[src/rtl/dpot_pkg.sv]
package dpot_pkg;
  localparam int unsigned DPOT_W       = 7;
  localparam int unsigned DPOT_SYNC    = 2;
  localparam int unsigned DPOT_NSIG    = 4;
  localparam int unsigned SIG_SCLK     = 0;
  localparam int unsigned SIG_CSN      = 1;
  localparam int unsigned SIG_SDI      = 2;
  localparam int unsigned SIG_SHDN     = 3;

  typedef logic [DPOT_W-1:0] code_t;

  // centre of the divider: half of 2**W
  function automatic code_t centre_code();
    code_t c;
    c = '0;
    c[DPOT_W-1] = 1'b1;
    return c;
  endfunction

  // next shift-register value: old bits move up, new bit enters at bit 0
  function automatic code_t shift_in(input code_t cur, input logic bit_in);
    return {cur[DPOT_W-2:0], bit_in};
  endfunction
endpackage

[src/rtl/dpot_in_sync.sv]
module dpot_in_sync #(
  parameter int unsigned WIDTH   = 4,
  parameter int unsigned STAGES  = 2,
  parameter logic [WIDTH-1:0] RST_VAL = '0
) (
  input  logic             clk,
  input  logic             rst_n,
  input  logic [WIDTH-1:0] async_i,
  output logic [WIDTH-1:0] level_o,
  output logic [WIDTH-1:0] rise_o,
  output logic [WIDTH-1:0] fall_o
);
  logic [WIDTH-1:0] stage_q [STAGES];
  logic [WIDTH-1:0] prev_q;

  for (genvar g = 0; g < STAGES; g++) begin : g_stage
    if (g == 0) begin : g_first
      always_ff @(posedge clk or negedge rst_n) begin
        if (!rst_n) stage_q[g] <= RST_VAL;
        else        stage_q[g] <= async_i;
      end
    end else begin : g_next
      always_ff @(posedge clk or negedge rst_n) begin
        if (!rst_n) stage_q[g] <= RST_VAL;
        else        stage_q[g] <= stage_q[g-1];
      end
    end
  end

  always_ff @(posedge clk or negedge rst_n) begin
    if (!rst_n) prev_q <= RST_VAL;
    else        prev_q <= stage_q[STAGES-1];
  end

  assign level_o = stage_q[STAGES-1];
  assign rise_o  = stage_q[STAGES-1] & ~prev_q;
  assign fall_o  = ~stage_q[STAGES-1] & prev_q;
endmodule

[src/rtl/dpot_shift_reg.sv]
module dpot_shift_reg
  import dpot_pkg::*;
(
  input  logic  clk,
  input  logic  rst_n,
  input  logic  shift_en,
  input  logic  bit_in,
  output code_t sr_o,
  output logic  msb_o
);
  code_t sr_q;

  always_ff @(posedge clk or negedge rst_n) begin
    if (!rst_n)        sr_q <= '0;
    else if (shift_en) sr_q <= shift_in(sr_q, bit_in);
  end

  assign sr_o  = sr_q;
  assign msb_o = sr_q[DPOT_W-1];

  // one place up, new bit at the bottom
  a_r1_shift: assert property (@(posedge clk) disable iff (!rst_n)
    shift_en |=> sr_q == {$past(sr_q[DPOT_W-2:0]), $past(bit_in)});

  // no shift request, contents hold
  a_r5_sr_hold: assert property (@(posedge clk) disable iff (!rst_n)
    !shift_en |=> $stable(sr_q));
endmodule

[src/rtl/dpot_wiper_latch.sv]
module dpot_wiper_latch
  import dpot_pkg::*;
(
  input  logic  clk,
  input  logic  rst_n,
  input  logic  load,
  input  code_t d,
  output code_t q
);
  code_t q_r;

  always_ff @(posedge clk or negedge rst_n) begin
    if (!rst_n)    q_r <= centre_code();
    else if (load) q_r <= d;
  end

  assign q = q_r;

  // a commit takes the shift register value of that cycle
  a_r4_commit: assert property (@(posedge clk) disable iff (!rst_n)
    load |=> q_r == $past(d));

  // without a commit the code never moves
  a_r5_hold: assert property (@(posedge clk) disable iff (!rst_n)
    !load |=> $stable(q_r));
endmodule

[src/rtl/dpot_ctrl.sv]
module dpot_ctrl
  import dpot_pkg::*;
(
  input  logic              clk,
  input  logic              rs_n,
  input  logic              sclk,
  input  logic              cs_n,
  input  logic              sdi,
  input  logic              shdn_n,
  output logic [DPOT_W-1:0] wiper_code,
  output logic              a_switch_on,
  output logic              wb_short,
  output logic              sdo_pull_low
);
  localparam logic [DPOT_NSIG-1:0] SYNC_RST = 4'b1010; // shdn_n=1, sdi=0, cs_n=1, sclk=0

  logic [DPOT_NSIG-1:0] raw_in, lvl, rise, fall;
  code_t sr_val;
  logic  sr_msb;

  // named internal events
  logic shift_evt, commit_evt, shdn_act;

  assign raw_in = {shdn_n, sdi, cs_n, sclk};

  dpot_in_sync #(
    .WIDTH  (DPOT_NSIG),
    .STAGES (DPOT_SYNC),
    .RST_VAL(SYNC_RST)
  ) u_sync (
    .clk    (clk),
    .rst_n  (rs_n),
    .async_i(raw_in),
    .level_o(lvl),
    .rise_o (rise),
    .fall_o (fall)
  );

  // a select edge in the same sampled cycle as a clock edge: select level is
  // already high, so the clock edge does not shift and the commit sees old data
  assign commit_evt = rise[SIG_CSN];
  assign shift_evt  = rise[SIG_SCLK] & ~lvl[SIG_CSN];
  assign shdn_act   = ~lvl[SIG_SHDN];

  dpot_shift_reg u_sr (
    .clk     (clk),
    .rst_n   (rs_n),
    .shift_en(shift_evt),
    .bit_in  (lvl[SIG_SDI]),
    .sr_o    (sr_val),
    .msb_o   (sr_msb)
  );

  dpot_wiper_latch u_latch (
    .clk  (clk),
    .rst_n(rs_n),
    .load (commit_evt),
    .d    (sr_val),
    .q    (wiper_code)
  );

  assign a_switch_on  = ~shdn_act;
  assign wb_short     = shdn_act;
  assign sdo_pull_low = ~shdn_act & ~sr_msb;

  logic unused_fall;
  assign unused_fall = ^fall;

  // in shutdown the output stage is released
  a_r8_release: assert property (@(posedge clk) disable iff (!rs_n)
    wb_short |-> !sdo_pull_low);

  // a commit cycle never shifts
  a_r10_no_shift_on_commit: assert property (@(posedge clk) disable iff (!rs_n)
    commit_evt |-> !shift_evt);
endmodule

[config.mk]
export PLATFORM = sky130hd
export DESIGN_NAME = dpot_ctrl
export DESIGN_NICKNAME = d
export VERILOG_FILES = /design/src/rtl/dpot_pkg.sv /design/src/rtl/dpot_in_sync.sv /design/src/rtl/dpot_shift_reg.sv /design/src/rtl/dpot_wiper_latch.sv /design/src/rtl/dpot_ctrl.sv
export SDC_FILE = /design/constraint.sdc
export NUM_CORES = 1
export LEC_CHECK = 0
export BUFFER_PORTS_ARGS = -buffer_cell sky130_fd_sc_hd__buf_2
export CORE_MARGIN = 4
export CORE_UTILIZATION = 52
export CTS_CLUSTER_SIZE = 28
export DETAILED_ROUTE_END_ITERATION = 6
export PLACE_DENSITY = 0.74
export SETUP_SLACK_MARGIN = 0.1
export SLEW_MARGIN = 10
export SYNTH_ARGS = -nofsm -noshare
export SYNTH_HDL_FRONTEND = slang
export SYNTH_HIERARCHICAL = 1
export SYNTH_SLANG_ARGS = --single-unit
[constraint.sdc]
create_clock -name clk -period 2.4 [get_ports clk]
set_input_delay 0.48 -clock clk [delete_from_list [all_inputs] [get_ports clk]]
set_output_delay 0.48 -clock clk [all_outputs]
set_load 0.005 [all_outputs]
# ---- Yosys cells after proc, flatten, opt, wreduce, memory -nomap -nowiden
# Cells that the tools add are included.
dict set report op_classes {
  n_bitwise 7
}
# operator count
set op_table {}
lappend op_table {{$not 1->1} 3}
lappend op_table {{$and 1x1->1} 2}
lappend op_table {{$and 2x2->2} 1}
lappend op_table {{$not 2->2} 1}
dict set report word_totals {
  output_inout_bits 10
  inputBits 6
  wordCells 12
  reg_bits 24
}

# ---- Logic depth before layout (Yosys ltp)
dict set report logic_depth {
  depth_word 3
  ltp_mapped 4
  ltp_nobuf 3
}

# ---- Hierarchy
# Netlist, hierarchy kept.
# module seq_area_each_um2 n_inst area_per_inst_um2 cells_per_inst
set by_module_without_submodules {}
lappend by_module_without_submodules {dpot_in_sync 307.8 1 407.9 24}
lappend by_module_without_submodules {dpot_shift_reg 175.2 1 299.0 16}
lappend by_module_without_submodules {dpot_wiper_latch 176.4 1 292.8 15}
lappend by_module_without_submodules {dpot_ctrl 0.0 1 23.8 3}

# ---- Worst setup path before layout
# OpenSTA, ideal clock, no wires.
dict set report synth_timing {
  kind {register to register}
  from {register u_sync.prev_q[1]}
  to {register u_latch.q_r[0] (netlist: u_latch/q[0])}
  t_required_ns 2.275
  setup_ns 0.125
  stages_incl_launch_ff 4
  arrival_time_ns 1.120
  path_slack_ns 1.155
  period_less_slack_ns 1.245
  n_path_buf 1
  path_cell_list {dfstp_2 -> and2b_2 -> buf_6 -> mux2_4}
}
dict set report synth_between {
  elab_chain_cells 2
}
# element line
set synth_lines {}
lappend synth_lines {{start: declaration} dpot_in_sync.sv:14} ;# logic [WIDTH-1:0] prev_q;
lappend synth_lines {{start signal: assignment} dpot_in_sync.sv:32} ;# else prev_q <= stage_q[STAGES-1];
lappend synth_lines {{$not 2->2} dpot_in_sync.sv:36} ;# assign rise_o = stage_q[STAGES-1] & ~prev_q;
lappend synth_lines {{$and 2x2->2} dpot_in_sync.sv:36}
lappend synth_lines {{net rise[1]} dpot_ctrl.sv:17} ;# logic [DPOT_NSIG-1:0] raw_in, lvl, rise, fall;
lappend synth_lines {{end signal: assignment} dpot_wiper_latch.sv:13} ;# if (!rst_n) q_r <= centre_code();
lappend synth_lines {{end: declaration} dpot_wiper_latch.sv:10} ;# code_t q_r;
# The timed path passes the listed nets, and every way through them passes these cells.
# A chain may end at the register's enable or synchronous reset.

# ---- Final worst setup path
dict set report layout_timing {
  from {register u_sync.stage_q (netlist bit u_sync/level_o[3])}
  to {output sdo_pull_low}
}
dict set report layout_between {
  elab_chain_cells 1
}
# element line
set layout_lines {}
lappend layout_lines {{start: declaration} dpot_in_sync.sv:13} ;# logic [WIDTH-1:0] stage_q [STAGES];
lappend layout_lines {{start signal: indexed assignment} dpot_in_sync.sv:25} ;# else stage_q[g] <= stage_q[g-1];
lappend layout_lines {{$and 1x1->1} dpot_ctrl.sv:64} ;# assign sdo_pull_low = ~shdn_act & ~sr_msb;
lappend layout_lines {{end: declaration} dpot_ctrl.sv:13} ;# output logic sdo_pull_low
# No other way between the ends.

==> out/results.ini <==
[outcome]
status = finished clean

[min_path]
holdCritPathClass = in -> async

[clock_tree]
cts_resized = 0
root_buffer = clkbuf_4
clockBufferDepth = 2
cts_setup_buffers = 0
cts_tree = done
cts_buffers = 3
cts.reportedPaths.clkPinSlew_ns = 0.12
cts_sinks = 24
insertion_delay_ns = 0.31
cts_htree_levels = 1
hold_buffers = 0

[setup_path]
cp_cell_sequence = nor2b_4 > buf_2
worstPathArrival_ns = 1.10
crit_family = flip-flops
critical_path_required_ns = 1.92
crit_type = reg -> out
cp_num_buf_inv = 1
reg2reg_setup_slack_ns = 1.13
cp_slowest_cell = dfstp_2
crit_path_end_kind = primary output
crit_fanout = 3
startpoint_type = flip-flop
slowest_delay_ns = 0.56

[timing]
final-max-slew-violation-count = 0
fmax_mhz = 634
fin_crit_ns = 1.58
relSlewSlack_pct = 67.8
finClkSkew_ns = 0.00825
fin_setup_tns_ns = 0
setup_viol_count_final = 0
fin_crit_sh_pct = 65.7
worstMarginPinSlew_ns = 0.483
rsz0062_at_grt = no
holdWs_ns = 0.106
finalHoldViolations = 0

[die]
ios = 16
fp.dieArea_sq_um = 2490
die_w_um = 49.9
core_sq_um = 1580
die_y_um = 49.9
rows = 14
start_util_pct = 57.9

[final_layout]
final_common_cell = dfrtp_1
drive_above_1_share_pct = 68.3
final_cell_mix = 18 x dfrtp_1, 15 x buf_2, 14 x mux2_4, 6 x dfstp_2, 3 x clkbuf_4
fin_nets = 70
diodes = 0
area_growth_pct = 11.2

[global_route]
grt_util_all_layers_pct = 11.3
grt_pass1_vias = 427
grt_pass1_wl_um = 1960
grt_overflow = 0
grt_antenna_before_repair = 0
grt_start_max_net_pins = 25

[route]
via_count = 395
antenna_left = 0
post_drt_via_cell_ratio = 5.00
met3_length_um = 83
drtPass1Iterations = 2
first_iter_violations = 3
avgRoutedWirePerCell_um = 13.5
drt-met1-wl_um = 493
drt-total-wl_um = 1060
drcViolationCount = 0
maxUsedRoutingLayer = met4
dr_wl_met2_um = 448

[pwr]
p_sw_mw = 0.253
switching_share_pct = 22.5
combPwrFrac_pct = 21.9
seqPwrFrac_pct = 53.1
p_clk_share_pct = 24.9
p_int_mw = 0.871
p_per_area_nw_per_um2 = 1110
p_total_mw = 1.12
leakage_nw = 0.505
ir_drop_uv = 692

[logic_synthesis]
yosysWarnings = 6
synth_area_sq_um = 912
syn-num-nets = 55
avgSynthCellArea_sq_um = 18.6
synthCells = 49

[placed_design]
post-dp-hpwl_um = 779
gp_congestion = 0.668
portBuffers = 15

[flow_run]
max_cap_viol_count = 0

## final cells by class
class	instances	area, sq um
flip-flops and latches	24	608
fillers	118	562
multi-input cells	18	248
repair buffers	16	82.6
clock inverters	1	30.0
clock buffers	3	22.5
well taps	16	20.0
inverters	1	3.75
## power by group through the flow
| stage | Sequential [mW] | Combinational, mW | Clock (mW) |
|---|---|---|---|
| after global placement | 0.605 | 0.246 | 0 |
| after global routing | 0.617 | 0.264 | 0.314 |
| after floorplan | 0.593 | 0.181 | 0 |
| after detailed placement | 0.609 | 0.250 | 0 |
| final | 0.597 | 0.246 | 0.280 |
| after CTS | 0.601 | 0.251 | 0.293 |
## worst register-to-register path: stages (launching register included)
cell     delay (ns)
dfrtp_1        0.37
and2b_2        0.19
nor2b_1        0.11
buf_4          0.19
mux2_4         0.31
## metal layers
layer | vias up | global-route usage (%)
met5 | - | 0
met4 | 0 | 8.29
met3 | 5 | 5.42
met2 | 16 | 15.6
li1 | 183 | -
met1 | 191 | 13.6
## sequential cells by signal (all words and copies together) (netlist names)
signal          cells
u_sr/sr_o           7
u_latch/q           7
u_sync/prev_q       2
u_sync/stage_q      4
u_sync/level_o      4
## through the flow
| stage | cells | setup slack [ns] | area [sq um] | utilization, % |
|---|---|---|---|---|
| 2_1_floorplan | 49 | 1.17 | 912 | - |
| 3_3_place_gp | 75 | 1.14 | 962 | 61.0 |
| 3_5_place_dp | 75 | 1.13 | 962 | 61.0 |
| 4_1_cts | 79 | 0.798 | 1010 | 64.4 |
| 5_1_grt | 79 | 0.736 | 1010 | 64.4 |
| 6_report | 79 | 0.823 | 1010 | 64.4 |
## worst paths after layout
path                                             start                          end  cells after the start
max                        u_sync/level_o[3]$_DFF_PN1_                 sdo_pull_low                      2
min                                               rs_n     u_sr/sr_o[4]$_DFFE_PN0P_                      1
max reg2reg                 u_sync/prev_q[0]$_DFF_PN0_     u_sr/sr_o[3]$_DFFE_PN0P_                      4
min reg2reg                u_sync/stage_q[6]$_DFF_PN0_  u_sync/level_o[2]$_DFF_PN0_                      0
max in group asynchronous                         rs_n   u_sync/prev_q[1]$_DFF_PN1_                      1
min in group clk                                shdn_n  u_sync/stage_q[7]$_DFF_PN1_                      1
(Power assumes the default switching activity.)
